$ cat src/rtl/xfer_pkg.sv
package xfer_pkg;

    typedef enum logic [2:0] {
        K_CALL    = 3'd0,
        K_CALL_CC = 3'd1,
        K_RET     = 3'd2,
        K_RET_CC  = 3'd3,
        K_RST     = 3'd4,
        K_LOOP    = 3'd5,
        K_JP_PAIR = 3'd6,
        K_RSVD    = 3'd7
    } xfer_kind_e;

    typedef enum logic [3:0] {
        ST_IDLE,
        ST_FETCH_LO,
        ST_FETCH_HI,
        ST_GAP,
        ST_PUSH_HI,
        ST_PUSH_LO,
        ST_POP_LO,
        ST_POP_HI,
        ST_FETCH_DISP,
        ST_JUMP,
        ST_DONE
    } xfer_state_e;

    typedef enum logic [1:0] {
        AG_PUSH,
        AG_POP,
        AG_DISP,
        AG_BRANCH
    } gap_exit_e;

endpackage

$ cat src/rtl/xfer_cond_eval.sv
module xfer_cond_eval #(
    parameter int CC_W   = 3,
    parameter int NFLAGS = 4
) (
    input  logic [CC_W-1:0]   cc,
    input  logic [NFLAGS-1:0] flags,   // index 0 zero, 1 carry, 2 parity/overflow, 3 sign
    output logic              hit
);
    logic [NFLAGS-1:0] match;

    // one comparator per flag; the code's upper bits pick which one counts
    for (genvar g = 0; g < NFLAGS; g++) begin : g_match
        assign match[g] = (flags[g] == cc[0]);
    end

    assign hit = match[cc[CC_W-1:1]];
endmodule

$ cat src/rtl/xfer_gap_timer.sv
module xfer_gap_timer #(
    parameter int GW = 4
) (
    input  logic          clk,
    input  logic          rst_n,
    input  logic          load,
    input  logic [GW-1:0] load_val,
    input  logic          run,
    output logic          last
);
    logic [GW-1:0] cnt_q;

    always_ff @(posedge clk or negedge rst_n) begin
        if (!rst_n) begin
            cnt_q <= '0;
        end else if (load) begin
            cnt_q <= load_val;
        end else if (run && (cnt_q != '0)) begin
            cnt_q <= cnt_q - GW'(1);
        end
    end

    assign last = (cnt_q == GW'(1));
endmodule

$ cat src/rtl/ctl_xfer_seq.sv
module ctl_xfer_seq
    import xfer_pkg::*;
#(
    parameter int DW             = 8,
    parameter int CW             = 8,
    parameter int CYC_W          = 8,
    parameter int CALL_GAP       = 1,
    parameter int RST_GAP        = 1,
    parameter int RET_GAP        = 1,
    parameter int LOOP_GAP       = 1,
    parameter int LOOP_TAKEN_GAP = 5,
    parameter int VEC_SHIFT      = 3,
    localparam int AW            = 2 * DW
) (
    input  logic          clk,
    input  logic          rst_n,
    input  logic          start,
    input  logic [2:0]    op_kind,
    input  logic [2:0]    op_cc,
    input  logic          flag_z,
    input  logic          flag_c,
    input  logic          flag_pv,
    input  logic          flag_s,
    input  logic [AW-1:0] pc_in,
    input  logic [AW-1:0] sp_in,
    input  logic [AW-1:0] pair_in,
    input  logic [CW-1:0] cnt_in,
    output logic          mem_rd,
    output logic          mem_wr,
    output logic [AW-1:0] mem_addr,
    output logic [DW-1:0] mem_wdata,
    input  logic [DW-1:0] mem_rdata,
    output logic [AW-1:0] pc_out,
    output logic [AW-1:0] sp_out,
    output logic [CW-1:0] cnt_out,
    output logic          done,
    output logic [CYC_W-1:0] cycles
);
    localparam int GAP_SUM = CALL_GAP + RST_GAP + RET_GAP + LOOP_GAP + LOOP_TAKEN_GAP;
    localparam int GW      = $clog2(GAP_SUM + 1);

    xfer_state_e     state_q, state_d;
    xfer_kind_e      kind_q;
    gap_exit_e       exit_q, exit_d;
    logic [2:0]      cc_q;
    logic [3:0]      flags_q;
    logic [AW-1:0]   pc_q, sp_q, tgt_q;
    logic [CW-1:0]   b_q, b_dec;
    logic [DW-1:0]   disp_q, lo_q;
    logic [CYC_W-1:0] cyc_q;
    logic            gap_load, gap_last, cond_hit, cond_ok;
    logic [GW-1:0]   gap_len;
    logic [AW-1:0]   rst_vec, disp_ext;

    xfer_cond_eval #(.CC_W(3), .NFLAGS(4)) u_cond (
        .cc    (cc_q),
        .flags (flags_q),
        .hit   (cond_hit)
    );

    xfer_gap_timer #(.GW(GW)) u_gap (
        .clk      (clk),
        .rst_n    (rst_n),
        .load     (gap_load),
        .load_val (gap_len),
        .run      (state_q == ST_GAP),
        .last     (gap_last)
    );

    assign cond_ok  = (kind_q == K_CALL || kind_q == K_RET) ? 1'b1 : cond_hit;
    assign b_dec    = b_q - CW'(1);
    assign rst_vec  = {{(AW-3){1'b0}}, cc_q} << VEC_SHIFT;
    assign disp_ext = {{DW{disp_q[DW-1]}}, disp_q};

    // state register
    always_ff @(posedge clk or negedge rst_n) begin
        if (!rst_n) begin
            state_q <= ST_IDLE;
        end else begin
            state_q <= state_d;
        end
    end

    // next state and idle-counter load
    always_comb begin
        state_d  = state_q;
        exit_d   = exit_q;
        gap_load = 1'b0;
        gap_len  = '0;
        unique case (state_q)
            ST_IDLE: begin
                if (start) begin
                    unique case (xfer_kind_e'(op_kind))
                        K_CALL, K_CALL_CC: state_d = ST_FETCH_LO;
                        K_RET, K_RET_CC: begin
                            state_d  = ST_GAP;
                            gap_load = 1'b1;
                            gap_len  = GW'(RET_GAP);
                            exit_d   = AG_POP;
                        end
                        K_RST: begin
                            state_d  = ST_GAP;
                            gap_load = 1'b1;
                            gap_len  = GW'(RST_GAP);
                            exit_d   = AG_PUSH;
                        end
                        K_LOOP: begin
                            state_d  = ST_GAP;
                            gap_load = 1'b1;
                            gap_len  = GW'(LOOP_GAP);
                            exit_d   = AG_DISP;
                        end
                        K_JP_PAIR: state_d = ST_JUMP;
                        K_RSVD:    state_d = ST_DONE;
                    endcase
                end
            end
            ST_FETCH_LO: state_d = ST_FETCH_HI;
            ST_FETCH_HI: begin
                if (cond_ok) begin
                    state_d  = ST_GAP;
                    gap_load = 1'b1;
                    gap_len  = GW'(CALL_GAP);
                    exit_d   = AG_PUSH;
                end else begin
                    state_d = ST_DONE;
                end
            end
            ST_GAP: begin
                if (gap_last) begin
                    unique case (exit_q)
                        AG_PUSH:   state_d = ST_PUSH_HI;
                        AG_POP:    state_d = cond_ok ? ST_POP_LO : ST_DONE;
                        AG_DISP:   state_d = ST_FETCH_DISP;
                        AG_BRANCH: state_d = ST_DONE;
                    endcase
                end
            end
            ST_PUSH_HI: state_d = ST_PUSH_LO;
            ST_PUSH_LO: state_d = ST_DONE;
            ST_POP_LO:  state_d = ST_POP_HI;
            ST_POP_HI:  state_d = ST_DONE;
            ST_FETCH_DISP: begin
                if (b_dec != '0) begin
                    state_d  = ST_GAP;
                    gap_load = 1'b1;
                    gap_len  = GW'(LOOP_TAKEN_GAP);
                    exit_d   = AG_BRANCH;
                end else begin
                    state_d = ST_DONE;
                end
            end
            ST_JUMP: state_d = ST_DONE;
            ST_DONE: state_d = ST_IDLE;
            default: state_d = ST_IDLE;
        endcase
    end

    // architectural registers and operand capture
    always_ff @(posedge clk or negedge rst_n) begin
        if (!rst_n) begin
            kind_q  <= K_CALL;
            exit_q  <= AG_PUSH;
            cc_q    <= '0;
            flags_q <= '0;
            pc_q    <= '0;
            sp_q    <= '0;
            tgt_q   <= '0;
            b_q     <= '0;
            disp_q  <= '0;
            lo_q    <= '0;
            cyc_q   <= '0;
        end else begin
            exit_q <= exit_d;
            unique case (state_q)
                ST_IDLE: begin
                    if (start) begin
                        kind_q  <= xfer_kind_e'(op_kind);
                        cc_q    <= op_cc;
                        flags_q <= {flag_s, flag_pv, flag_c, flag_z};
                        pc_q    <= pc_in;
                        sp_q    <= sp_in;
                        tgt_q   <= pair_in;
                        b_q     <= cnt_in;
                        cyc_q   <= '0;
                    end
                end
                ST_FETCH_LO: begin
                    tgt_q[DW-1:0] <= mem_rdata;
                    pc_q          <= pc_q + AW'(1);
                    cyc_q         <= cyc_q + CYC_W'(1);
                end
                ST_FETCH_HI: begin
                    tgt_q[AW-1:DW] <= mem_rdata;
                    pc_q           <= pc_q + AW'(1);
                    cyc_q          <= cyc_q + CYC_W'(1);
                end
                ST_GAP: begin
                    cyc_q <= cyc_q + CYC_W'(1);
                    if (gap_last && exit_q == AG_BRANCH) begin
                        pc_q <= pc_q + disp_ext;
                    end
                end
                ST_PUSH_HI: begin
                    sp_q  <= sp_q - AW'(1);
                    cyc_q <= cyc_q + CYC_W'(1);
                end
                ST_PUSH_LO: begin
                    sp_q  <= sp_q - AW'(1);
                    pc_q  <= (kind_q == K_RST) ? rst_vec : tgt_q;
                    cyc_q <= cyc_q + CYC_W'(1);
                end
                ST_POP_LO: begin
                    lo_q  <= mem_rdata;
                    sp_q  <= sp_q + AW'(1);
                    cyc_q <= cyc_q + CYC_W'(1);
                end
                ST_POP_HI: begin
                    pc_q  <= {mem_rdata, lo_q};
                    sp_q  <= sp_q + AW'(1);
                    cyc_q <= cyc_q + CYC_W'(1);
                end
                ST_FETCH_DISP: begin
                    disp_q <= mem_rdata;
                    pc_q   <= pc_q + AW'(1);
                    b_q    <= b_dec;
                    cyc_q  <= cyc_q + CYC_W'(1);
                end
                ST_JUMP: begin
                    pc_q  <= tgt_q;
                    cyc_q <= cyc_q + CYC_W'(1);
                end
                ST_DONE: ;
                default: ;
            endcase
        end
    end

    // outputs decoded from the state
    always_comb begin
        mem_rd    = 1'b0;
        mem_wr    = 1'b0;
        mem_addr  = '0;
        mem_wdata = '0;
        done      = 1'b0;
        unique case (state_q)
            ST_FETCH_LO, ST_FETCH_HI, ST_FETCH_DISP: begin
                mem_rd   = 1'b1;
                mem_addr = pc_q;
            end
            ST_PUSH_HI: begin
                mem_wr    = 1'b1;
                mem_addr  = sp_q - AW'(1);
                mem_wdata = pc_q[AW-1:DW];
            end
            ST_PUSH_LO: begin
                mem_wr    = 1'b1;
                mem_addr  = sp_q - AW'(1);
                mem_wdata = pc_q[DW-1:0];
            end
            ST_POP_LO, ST_POP_HI: begin
                mem_rd   = 1'b1;
                mem_addr = sp_q;
            end
            ST_DONE: done = 1'b1;
            default: ;
        endcase
    end

    assign pc_out  = pc_q;
    assign sp_out  = sp_q;
    assign cnt_out = b_q;
    assign cycles  = cyc_q;
endmodule

$ cat config.mk
export PLATFORM = sky130hd
export DESIGN_NAME = ctl_xfer_seq
export DESIGN_NICKNAME = d
export VERILOG_FILES = /design/src/rtl/xfer_pkg.sv /design/src/rtl/xfer_cond_eval.sv /design/src/rtl/xfer_gap_timer.sv /design/src/rtl/ctl_xfer_seq.sv
export SDC_FILE = /design/constraint.sdc
export NUM_CORES = 1
export LEC_CHECK = 0
export BUFFER_PORTS_ARGS = -buffer_cell sky130_fd_sc_hd__buf_2
export CAP_MARGIN = 20
export CORE_MARGIN = 5
export CORE_UTILIZATION = 55
export DETAILED_ROUTE_END_ITERATION = 12
export GPL_ROUTABILITY_DRIVEN = 0
export PLACE_DENSITY = 0.9
export SLEW_MARGIN = 20
export SYNTH_ARGS = -nofsm -noshare
export SYNTH_HDL_FRONTEND = slang
export SYNTH_SLANG_ARGS = --single-unit
$ cat constraint.sdc
create_clock -name clk -period 5.3 [get_ports clk]
set_input_delay 0.53 -clock clk [delete_from_list [all_inputs] [get_ports clk]]
set_output_delay 0.53 -clock clk [all_outputs]
set_load 0.05 [all_outputs]
## Word-level counts from Yosys, hierarchy flattened

Index checks and enable logic that the tools add are counted.
W data, S select, Z words.

| word-level totals | value |
|---|---|
| register bits after elaboration | 100 |
| input port bits | 77 |
| output and inout bits | 75 |
| word-level logic and storage cells | 136 |

| operators by class | value |
|---|---|
| add/sub/neg operators | 7 |
| $lt $le $gt $ge | 1 |
| equality and inequality tests | 33 |
| muxes and demuxes | 46 |
| reduce and logical (&&, ||, !) cells | 35 |

Operator list:

| kind | count |
|---|---|
| $pmux W16 S3 | 2 |
| $pmux W16 S6 | 1 |
| $mux W16 | 5 |
| $pmux W8 S2 | 5 |
| $add A16 B1 Y16 const B | 2 |
| $pmux W4 S4 | 2 |
| $pmux W4 S8 | 1 |
| $mux W4 | 7 |
| $add A16 B16 Y16 | 1 |
| $eq A4 B3 Y1 const B | 4 |
| $mux W8 | 2 |
| $sub A16 B1 Y16 const B | 1 |
| $eq A3 B3 Y1 const B | 5 |
| $reduce_and A2 Y1 | 7 |
| $eq A4 B4 Y1 const B | 3 |
| $mux W1 | 12 |
| $pmux W2 S3 | 2 |
| $ne A2 B2 Y1 const B | 5 |
| $reduce_bool A2 Y1 | 5 |
| $eq A3 B2 Y1 const B | 3 |
| $pmux W3 S3 | 1 |
| $reduce_or A9 Y1 | 1 |
| $add A8 B1 Y8 const B | 1 |
| $eq A4 B1 Y1 const B | 2 |
| 28 further kinds | 42 |

## Depth between registers and ports, before layout

Gate-level depths: netlist of the first run.

| depth | value |
|---|---|
| word-level depth | 8 |
| mapped depth | 15 |

## Cells and area by module

From an unflattened synthesis of the first run, not the netlist that was laid out.

| unflattened totals | value |
|---|---|
| cells, all modules | 857 |
| area, all modules | 7098.1 um2 |

By module, submodules not included:

| module | instances | cells an instance | area each (um2) |
|---|---|---|---|
| ctl_xfer_seq | 1 | 826 | 6784.0 |
| xfer_gap_timer | 1 | 29 | 282.8 |
| xfer_cond_eval | 1 | 2 | 31.3 |

## Worst setup path before layout of the first run

No wires, ideal clock.

| path | value |
|---|---|
| kind | flip-flop to output port |
| from | reg sp_q[10] (netlist: sp_out[10]) |
| to | out mem_addr[15] |
| arrival time | 3076 ps |
| setup slack | 1694 ps |
| stages on the path, launching flop included | 7 |
| path buffers | 1 |
| cells stage by stage | dfrtp_1 > buf_6 > or4_4 > nor4_4 > and4bb_1 > xnor2_1 > o21ai_0 |

| between the ends | value |
|---|---|
| longest elaborated chain between the ends | 2 |

Ends and longest elaborated chain:

| item | line | text |
|---|---|---|
| start: declaration | ctl_xfer_seq.sv:47 | `logic [AW-1:0] pc_q, sp_q, tgt_q;` |
| start signal: assignment | ctl_xfer_seq.sv:182 | `sp_q <= sp_in;` |
| start signal: assignment | ctl_xfer_seq.sv:205 | `sp_q <= sp_q - AW'(1);` |
| start signal: assignment | ctl_xfer_seq.sv:209 | `sp_q <= sp_q - AW'(1);` |
| $sub A16 B1 Y16 | ctl_xfer_seq.sv:253, ctl_xfer_seq.sv:258 |  |
| $pmux W16 S3 | ctl_xfer_seq.sv:246 | `unique case (state_q)` |
| end: declaration | ctl_xfer_seq.sv:30 | `output logic [AW-1:0] mem_addr,` |

No other way between the ends.

## Worst setup path after layout of the first run

| path | value |
|---|---|
| from | reg state_q[0] |
| to | reg pc_q[15] (netlist: pc_out[15]) |

| between the ends | value |
|---|---|
| longest elaborated chain between the ends | 4 |
| elaborated cells between the ends (all ways) | 14 |
| those cells by class | 9 x eq/ne; 1 x mux; 4 x reduce/logical |

Ends and longest elaborated chain:

| item | line | text |
|---|---|---|
| start: declaration | ctl_xfer_seq.sv:42 | `xfer_state_e state_q, state_d;` |
| start signal: assignment | ctl_xfer_seq.sv:80 | `state_q <= state_d;` |
| $eq A4 B2 Y1 (tied with other cells) | ctl_xfer_seq.sv:175 | `unique case (state_q)` |
| $reduce_or A3 Y1 (no line) | n/a |  |
| $reduce_bool A6 Y1 (no line) | n/a |  |
| $reduce_and A3 Y1 (no line) | n/a |  |
| end signal: assignment | ctl_xfer_seq.sv:181 | `pc_q <= pc_in;` |
| end signal: assignment | ctl_xfer_seq.sv:190 | `pc_q <= pc_q + AW'(1);` |
| end signal: assignment | ctl_xfer_seq.sv:195 | `pc_q <= pc_q + AW'(1);` |
| end: declaration | ctl_xfer_seq.sv:47 |  |

Parallel ways exist; a longest one is shown, timed or not.
A chain may end at the register's enable or synchronous reset.

==> impl_metrics.py, run 1 <==
metrics = {
    "critical_path": {
        "reg2reg_from": "state_q[0]$_DFFE_PN0P_",
        "reg2reg_depth": 12,
        "r2r-end": "pc_out[15]$_DFFE_PN0P_",
        "criticalPathCategory": "flop to flop",
        "r2r_setup_slack_ns": 1.05,
        "required_ns": 5.54,
        "cp-start-kind": "flop",
        "cp_max_fo": 24,
        "arrival_ns": 4.49,
        "cp-end-kind": "flop",
    },
    "cts": {
        "numClockSinks": 100,
        "cts_buffer_depth": 2,
        "clockRootBuffer": "clkbuf_16",
        "clk_latency_ns": 0.35,
        "cts_resized": 0,
        "numCtsBuffers": 9,
        "cts_hold_buf": 0,
        "cts.htree.levels": 3,
        "clk_pin_slew_ns": 0.07,
        "cts_tree": "done",
        "post_cts_buffers": 0,
    },
    "logic_synthesis": {
        "synth_flop_cell": "dfrtp_1",
        "synth_xor_area_frac": 0.0500,
        "syn_inst": 847,
        "yosysWarnings": 0,
        "avgSynthCellArea_um2": 8.27,
        "yosysSeqAreaShare": 0.357,
        "synth-edff-count": 0,
        "synthSimpleGateAreaFrac": 0.239,
        "synth_compound_area_frac": 0.209,
        "synth.area.mux_share": 0.0607,
        "synth_top_family_by_area": "simple AND/OR/NAND/NOR gates",
        "synth-seq-cells": 100,
        "async_flop_share": 1.00,
        "synthesis.nets": 943,
        "synth_fa_ha_area_frac": 0.0350,
        "synth_area_um2": 7010,
        "netlist-cell-type-count": 75,
    },
    "route": {
        "ant_nets": 0,
        "num_vias": 7116,
        "drc": 0,
        "drt_pre_antenna_iters": 6,
        "viasPerCell": 6.28,
        "drtIter0Drc": 931,
        "drt-total-wl_mm": 21.1,
        "post_drt_wl_per_cell_um": 18.6,
    },
    "sta": {
        "fin_setup_tns_ns": 0,
        "finClkSkew_ns": 0.00602,
        "grt_setup_unrepaired": "no",
        "drv_slew": 0,
        "worstMarginPinSlew_ns": 1.20,
        "slew_headroom": 0.200,
        "final.period_utilization": 0.803,
        "fmax_mhz": 235,
        "min_period_ns": 4.25,
        "hold_viol_final": 0,
        "setup_violations": 0,
    },
    "pwr": {
        "irDropWorstVdd_mv": 0.364,
        "power.leakage_nw": 3.68,
        "power_density_nw_per_um2": 774,
    },
    "cells_and_area": {
        "fin_nets": 1054,
        "drive_above_1_share": 0.223,
        "final_common_cell": "buf_2",
        "syn2layout_area_growth_pct": 15.3,
        "final_core_util": 0.643,
        "n_antenna_cell": 0,
        "final_cell_mix": "buf_2 (150), nand2_1 (140), dfrtp_1 (100), o21ai_0 (67), nor2_1 (66)",
        "fin_cells": 1134,
    },
    "place": {
        "placed_cells": 1119,
        "dp_hpwl_mm": 15.1,
        "port_buffers": 151,
    },
    "die": {
        "die_area_um2": 15100,
        "initial_utilization": 0.558,
        "die_x_um": 123,
        "boundaryPins": 152,
        "rows": 41,
        "core-area_um2": 12600,
        "die_y_um": 123,
    },
    "grt": {
        "grt_pass1_vias": 6459,
        "grt_pass1_wl_mm": 33.3,
        "antenna_found_initial": 1,
        "grt_use_total": 0.280,
        "gr-total-overflow": 0,
        "grt_max_degree": 65,
    },
    "run": {
        "cap_violations": 0,
    },
    "run_status": {
        "status": "finished clean",
    },
    "hold_path": {
        "holdCritPathClass": "primary input to asynchronous set/reset pin",
    },
}
## metrics by stage
step	power [W]	setup slack, ns	hold WS (ns)	cell area [µm²]
after floorplan	0.00462	1.69	0.234	7010
after global placement	0.00545	1.38	0.444	7820
after detailed placement	0.00556	1.26	0.446	7820
after CTS	0.00621	1.15	0.152	8080
after global routing	0.00665	0.781	0.172	8080
final	0.00626	1.05	0.135	8080
## synthesized netlist by cell type (6+ instances only)
cell type,count,share of area
a211oi_1,10,0.011
a21oi_1,37,0.026
a222oi_1,11,0.016
a22oi_1,8,0.0086
and3_1,12,0.011
buf_2,9,0.0064
clkbuf_1,47,0.025
dfrtp_1,100,0.36
ha_1,18,0.032
inv_1,23,0.012
mux2_2,10,0.016
mux2i_1,29,0.041
nand2_1,140,0.075
nand2b_1,11,0.0098
nand3_1,23,0.016
nand4_1,12,0.011
nor2_1,66,0.035
nor3_1,25,0.018
nor4_1,6,0.0054
o211ai_1,6,0.0064
o21a_1,6,0.0064
o21ai_0,67,0.048
o31a_1,7,0.0087
or2_2,8,0.0071
or3_1,10,0.0089
xnor2_1,27,0.034
xor2_1,13,0.016
## cells by family after synthesis
kind of cell	count (synthesis)
AO/OA/AOI/OAI	215
flip-flops	100
adder cells (fa/ha/maj)	19
multiplexers	40
buffers and inverters	86
XOR/XNOR	40
AND/OR/NAND/NOR	347
## sequential cells by signal, indices dropped and copies added (netlist names)
signal	flops
flags_q	4
sp_out	16
disp_q	8
pc_out	16
state_q	4
lo_q	8
kind_q	3
exit_q	2
u_gap.cnt_q	4
cc_q	3
cycles	8
tgt_q	16
cnt_out	8
## final cells by class
cell class / count / area [µm²]
fillers: 1040 / 4490
well taps: 172 / 215
flip-flops and latches: 100 / 2500
multi-input cells: 661 / 4160
clock buffers: 10 / 229
repair buffers: 163 / 848
clock inverters: 5 / 38.8
inverters: 23 / 86.3
## how the worst max path moves through the flow
stage	slack, ns	cells after the start	start	endpoint
after global routing	0.78	12	state_q[0]$_DFFE_PN0P_	pc_out[15]$_DFFE_PN0P_
final	1.05	12	state_q[0]$_DFFE_PN0P_	pc_out[15]$_DFFE_PN0P_
after floorplan	1.69	6	sp_out[10]$_DFFE_PN0P_	mem_addr[15]
after CTS	1.15	12	state_q[0]$_DFFE_PN0P_	pc_out[15]$_DFFE_PN0P_
after detailed placement	1.26	12	state_q[0]$_DFFE_PN0P_	pc_out[15]$_DFFE_PN0P_
after global placement	1.38	12	state_q[0]$_DFFE_PN0P_	pc_out[15]$_DFFE_PN0P_
## worst max-delay path, cell delays in order, from the launching register on
cell and delay [ns]:
dfrtp_1 0.98, nor2_1 0.20, nand2_1 0.58, nand2_1 0.13, or2_2 0.33, inv_1 0.07
ha_1 0.22, a21oi_1 0.24, o22ai_1 0.18, o31a_1 0.30, or4_1 0.43, nand4_1 0.10
or3b_1 0.34
## metal layers
| metal | up-vias | part of all wire | global-route usage | wire length (µm) |
|---|---|---|---|---|
| li1 | 3280 | - | - | - |
| met1 | 3361 | 0.40 | 0.377 | 8450 |
| met2 | 407 | 0.46 | 0.426 | 9630 |
| met3 | 66 | 0.11 | 0.0673 | 2310 |
| met4 | 2 | 0.032 | 0.128 | 684 |
| met5 | - | 0.00062 | 0 | 13 |
## power by group
group,internal [W],total [W],switching [W]
Clock,0.000319,0.000626,0.000307
Sequential,0.00113,0.00171,0.000577
Combinational,0.00134,0.00393,0.00259
Total,0.00278,0.00626,0.00348
Power figures use the tool's default switching activity.
==> run 2: changes to the inputs <==
- CORE_UTILIZATION: 55 -> 50
- PLACE_DENSITY: 0.9 -> 0.86
- clock period: 5.3 -> 3.8 ns (I/O delays scaled with it)
==> run 2 against run 1 <==
  * Sequential cell count unchanged
  * Cell area up 1.0%
  * Via count up 1.4%
  * Sequential share of layout area down 0.31 points
  * Total power up 42%
  * Sequential power up 35%
  * Largest power group unchanged
==> impl_metrics.py, run 2 (synthesized netlist as in run 1, its figures left out) <==
metrics = {
    "cells_and_area": {
        "final_cell_mix": "buf_2 (150), nand2_1 (140), dfrtp_1 (100), o21ai_0 (67), nor2_1 (66)",
        "final_common_cell": "buf_2",
        "fin_nets": 1061,
        "final_core_util": 0.590,
        "ff_latch_area_um2": 2500,
        "stdcell_area_um2": 8160,
        "multi_input_area_um2": 4160,
        "num-fill-cells": 1194,
        "syn2layout_area_growth_pct": 16.5,
        "drive_above_1_share": 0.230,
        "n_antenna_cell": 0,
    },
    "critical_path": {
        "cp-end-kind": "flop",
        "startpoint": "state_q[0]$_DFFE_PN0P_",
        "arrival_ns": 3.72,
        "required_ns": 4.04,
        "slowest_stage": "a211oi_2",
        "r2r-end": "pc_out[12]$_DFFE_PN0P_",
        "reg2reg_from": "state_q[0]$_DFFE_PN0P_",
        "worstPathCellList": "nand2b_1 > a211oi_2 > or3_1 > ha_1 > inv_1 > fa_1 > nor2b_1 > o31a_1 > o31ai_1 > o32ai_1 > nor3_1 > or3b_1",
        "reg2reg_depth": 12,
        "crit_path_end": "pc_out[12]$_DFFE_PN0P_",
        "cp_slowest_stage_delay_ns": 0.51,
        "criticalPathCategory": "flop to flop",
        "cp-start-kind": "flop",
        "r2r_setup_slack_ns": 0.32,
        "cp_max_fo": 9,
    },
    "grt": {
        "grt_pass1_vias": 6883,
        "gr-total-overflow": 0,
        "grt_pass1_wl_mm": 35.2,
        "grt_use_total": 0.266,
        "antenna_found_initial": 0,
        "grt_max_degree": 60,
    },
    "die": {
        "die_x_um": 128,
        "rows": 43,
        "core-area_um2": 13800,
        "boundaryPins": 152,
        "initial_utilization": 0.507,
        "die_y_um": 128,
        "die_area_um2": 16500,
    },
    "sta": {
        "min_period_ns": 3.48,
        "hold_viol_final": 0,
        "finClkSkew_ns": 0.0165,
        "worstMarginPinSlew_ns": 0.787,
        "timing.hold.ws_ns": 0.0744,
        "slew_headroom": 0.474,
        "grt_setup_unrepaired": "no",
        "drv_slew": 0,
        "setup_violations": 0,
        "fin_ws_ns": 0.317,
        "fin_setup_tns_ns": 0,
        "final.period_utilization": 0.917,
        "fmax_mhz": 287,
    },
    "route": {
        "ant_nets": 0,
        "drtIter0Drc": 1028,
        "wl_met2_mm": 10.3,
        "drc": 0,
        "routedLengthMet1_mm": 8.78,
        "wl_met3_mm": 2.24,
        "num_vias": 7218,
        "drt_pre_antenna_iters": 8,
        "viasPerCell": 6.28,
        "top_layer": "met4",
        "drt-total-wl_mm": 22.1,
        "post_drt_wl_per_cell_um": 19.2,
    },
    "place": {
        "dp_worst_setup_slack_ns": 0.470,
        "port_buffers": 151,
        "place_area_um2": 7880,
        "dp_hpwl_mm": 16.0,
    },
    "hold_path": {
        "holdCritPathClass": "primary input to asynchronous set/reset pin",
    },
    "cts": {
        "cts.htree.levels": 3,
        "clk_latency_ns": 0.36,
        "clk_pin_slew_ns": 0.08,
        "cts_hold_buf": 0,
        "post_cts_buffers": 0,
        "numCtsBuffers": 9,
        "cts_buffer_depth": 2,
        "cts_tree": "done",
        "numClockSinks": 100,
        "cts_resized": 0,
        "clockRootBuffer": "clkbuf_16",
    },
    "pwr": {
        "power.leakage_nw": 3.72,
        "irDropWorstVdd_mv": 0.436,
        "power_density_nw_per_um2": 1090,
    },
    "run_status": {
        "status": "finished clean",
    },
    "run": {
        "cap_violations": 0,
    },
}
==> run 2: cell types whose count changed in the layout (fill, tap and decap cells not counted) <==
cell	previous run	this run
inv_6	1	2
buf_4	13	20
clkinv_4	2	1
clkinv_2	1	0
clkinv_8	0	1
clkinvlp_4	1	2
==> run 2: worst min path at each step <==
stage / endpoint / slack, ns
2_1_floorplan: cc_q[0]$_DFFE_PN0P_ / 0.08
3_3_place_gp: disp_q[1]$_DFFE_PN0P_ / 0.44
3_5_place_dp: disp_q[1]$_DFFE_PN0P_ / 0.44
4_1_cts: tgt_q[8]$_DFFE_PN0P_ / 0.11
5_1_grt: lo_q[2]$_DFFE_PN0P_ / 0.16
6_report: tgt_q[0]$_DFFE_PN0P_ / 0.07
==> run 2: cell type report <==
class                   instances  share of cell area
multi-input cells             661               0.510
inverters                      23              0.0106
well taps                     180              0.0276
clock buffers                  10              0.0280
repair buffers                170               0.110
clock inverters                 6             0.00705
flip-flops and latches        100               0.307
==> run 2: metal layers <==
metal | global-route usage | vias to the layer above
li1 | - | 3287
met1 | 0.356 | 3400
met2 | 0.420 | 462
met3 | 0.0594 | 69
met4 | 0.108 | 0
met5 | 0 | -
==> run 2: stage by stage <==
stage,power [W],cells
after CTS,0.00882,1150
after global placement,0.00771,1134
after floorplan,0.00644,847
after global routing,0.00948,1150
final,0.00891,1150
after detailed placement,0.00787,1134
==> run 2: where the power goes <==
group,internal (W),switching [W]
Combinational,0.00190,0.00379
Sequential,0.00158,0.000736
Clock,0.000457,0.000453
Total,0.00393,0.00498
==> run 2: critical path, delay by kind of cell, from the launching register on <==
family / cells / cell delay [ns]
and+or+nand+nor: 5 / 1.09
AOI/OAI and AO/OA: 4 / 1.21
adders and majority gates: 2 / 0.56
DFF: 1 / 0.44
buffers and inverters: 1 / 0.05
==> run 3: changes to the inputs <==
- clock period: 3.8 -> 2.8 ns (I/O delays scaled with it)
==> run 3 against run 2 <==
  * The flow now finishes with violations (setup timing)
  * Register-to-register slack lost 0.65 ns
  * Largest cell class unchanged
  * Routed wire length grew 14%
  * Setup slack lost 0.65 ns
  * Highest routed layer is now met5
  * Core utilization grew 8.2 points
  * Sequential share of layout area shrank 3.7 points
  * Maximum frequency grew 11%
  * Non-clock buffer count grew 69
  * Sequential cell count is the same
  * Worst hold slack gained 0.039 ns
==> impl_metrics.py, run 3 (synthesized netlist as in run 1, its figures left out) <==
metrics = {
    "run_status": {
        "status": "complete, but fails checks",
        "violations": "setup timing",
    },
    "sta": {
        "finClkSkew_ns": 0.0110,
        "drv_slew": 0,
        "timing.hold.ws_ns": 0.113,
        "worstMarginPinSlew_ns": 0.793,
        "hold_viol_final": 0,
        "fmax_mhz": 319,
        "setup_violations": 12,
        "final.period_utilization": 1.12,
        "fin_ws_ns": -0.335,
        "grt_setup_unrepaired": "yes",
        "slew_headroom": 0.469,
        "min_period_ns": 3.14,
    },
    "cts": {
        "numClockSinks": 100,
        "cts.htree.levels": 3,
        "clk_latency_ns": 0.36,
        "cts_tree": "done",
        "clockRootBuffer": "clkbuf_16",
        "clk_pin_slew_ns": 0.07,
        "numCtsBuffers": 9,
        "cts_buffer_depth": 2,
    },
    "route": {
        "wl_met3_mm": 2.63,
        "ant_nets": 0,
        "num_vias": 7820,
        "viasPerCell": 6.42,
        "drtIter0Drc": 1379,
        "post_drt_wl_per_cell_um": 20.7,
        "top_layer": "met5",
        "routedLengthMet1_mm": 9.47,
        "wl_met2_mm": 11.9,
        "drc": 0,
        "drt-total-wl_mm": 25.2,
        "drt_pre_antenna_iters": 7,
    },
    "critical_path": {
        "cp-start-kind": "flop",
        "arrival_ns": 3.42,
        "cp_max_fo": 4,
        "reg2reg_depth": 15,
        "required_ns": 3.08,
        "r2r-end": "pc_out[8]$_DFFE_PN0P_",
        "r2r_setup_slack_ns": -0.34,
        "cp-end-kind": "flop",
        "criticalPathCategory": "flop to flop",
        "reg2reg_from": "state_q[1]$_DFFE_PN0P_",
    },
    "run": {
        "cap_violations": 0,
    },
    "grt": {
        "grt_pass1_wl_mm": 36.9,
        "grt_max_degree": 51,
        "grt_use_total": 0.278,
        "antenna_found_initial": 1,
        "gr-total-overflow": 0,
        "grt_pass1_vias": 7189,
    },
    "cells_and_area": {
        "fin_cells": 1218,
        "syn2layout_area_growth_pct": 32.7,
        "fin_nets": 1130,
        "num-fill-cells": 1038,
        "final_common_cell": "buf_2",
        "final_cell_mix": "buf_2 (144), nand2_1 (139), dfrtp_1 (96), buf_4 (72), nor2_1 (59)",
        "drive_above_1_share": 0.349,
        "multi_input_area_um2": 4600,
        "n_antenna_cell": 0,
        "stdcell_area_um2": 9300,
        "ff_latch_area_um2": 2510,
    },
    "hold_path": {
        "min_from": "flag_pv",
        "min_delay_worst_endpoint": "flags_q[2]$_DFFE_PN0P_",
        "hold_depth": 3,
        "holdCritPathClass": "primary input to flop",
    },
    "place": {
        "placed_cells": 1182,
        "dp_hpwl_mm": 16.9,
        "place_area_um2": 8330,
        "dp_worst_setup_slack_ns": -0.248,
        "port_buffers": 151,
    },
    "die": {
        "die_y_um": 128,
        "boundaryPins": 152,
        "die_x_um": 128,
        "core-area_um2": 13800,
        "initial_utilization": 0.507,
        "die_area_um2": 16500,
        "rows": 43,
    },
}
==> run 3: cell count changes in the layout (fill, tap and decap cells not counted), moves of 6 or more <==
cell	previous run	this run
buf_2	150	144
ha_1	18	10
buf_6	0	17
o21ai_1	0	9
buf_4	20	72
o21ai_0	67	53
nor2_1	66	59
ha_4	0	6
a21oi_1	37	31
==> run 3: what timing repair did <==
item	4_1_cts	5_1_grt
gates resized for setup	37	67
cloned	1	0
pin swaps	18	30
hold buffers	1	0
setup endpoints to repair	18	20
setup buffers	11	8
endpoints found under the hold margin	48	0
==> run 3: cell type report <==
| class | instances | area share |
|---|---|---|
| multi-input combinational | 661 | 0.495 |
| sequential | 100 | 0.270 |
| inverter | 23 | 0.00955 |
| timing repair buffer | 239 | 0.168 |
| tap | 180 | 0.0242 |
| clock inverter | 6 | 0.00968 |
| clock buffer | 9 | 0.0242 |
==> run 3: worst max path at each step <==
stage                      startpoint                     end  slack [ns]  cells after the start
4_1_cts        state_q[0]$_DFFE_PN0P_  pc_out[15]$_DFFE_PN0P_       -0.12                     11
3_3_place_gp   state_q[1]$_DFFE_PN0P_  pc_out[15]$_DFFE_PN0P_       -0.13                     11
3_5_place_dp   state_q[0]$_DFFE_PN0P_  pc_out[15]$_DFFE_PN0P_       -0.25                     11
5_1_grt        state_q[1]$_DFFE_PN0P_   pc_out[8]$_DFFE_PN0P_       -0.43                     15
2_1_floorplan  state_q[3]$_DFFE_PN0P_  pc_out[12]$_DFFE_PN0P_       -0.28                     15
6_report       state_q[1]$_DFFE_PN0P_   pc_out[8]$_DFFE_PN0P_       -0.34                     15
==> run 3: worst max-delay path, cell delays in order (launching register included) <==
cell	delay (ns)
dfrtp_1	0.42
buf_6	0.14
nand2b_4	0.08
a211oi_4	0.08
or3_4	0.40
ha_4	0.18
inv_2	0.05
fa_2	0.24
nor2b_4	0.06
o31a_1	0.35
buf_4	0.17
buf_6	0.12
o21ai_2	0.15
mux2i_1	0.29
o21ai_0	0.15
a21oi_1	0.17
==> run 3: metrics by stage <==
stage / TNS (ns) / utilization
global placement: -0.334 / 0.602
global route: -3.56 / 0.673
CTS: -0.452 / 0.646
finish: -2.51 / 0.673
floorplan: -0.851 / -
detailed placement: -1.06 / 0.602
==> run 3: layer usage <==
layer | GRT usage | vias to the layer above
met2 | 0.445 | 587
met1 | 0.365 | 3674
met3 | 0.0631 | 126
li1 | - | 3431
met5 | 0 | -
met4 | 0.111 | 2
Power of run 3 is left out: the tool's default activity adds up to more than one toggle a clock period on the data nets, which glitch-free logic cannot reach.
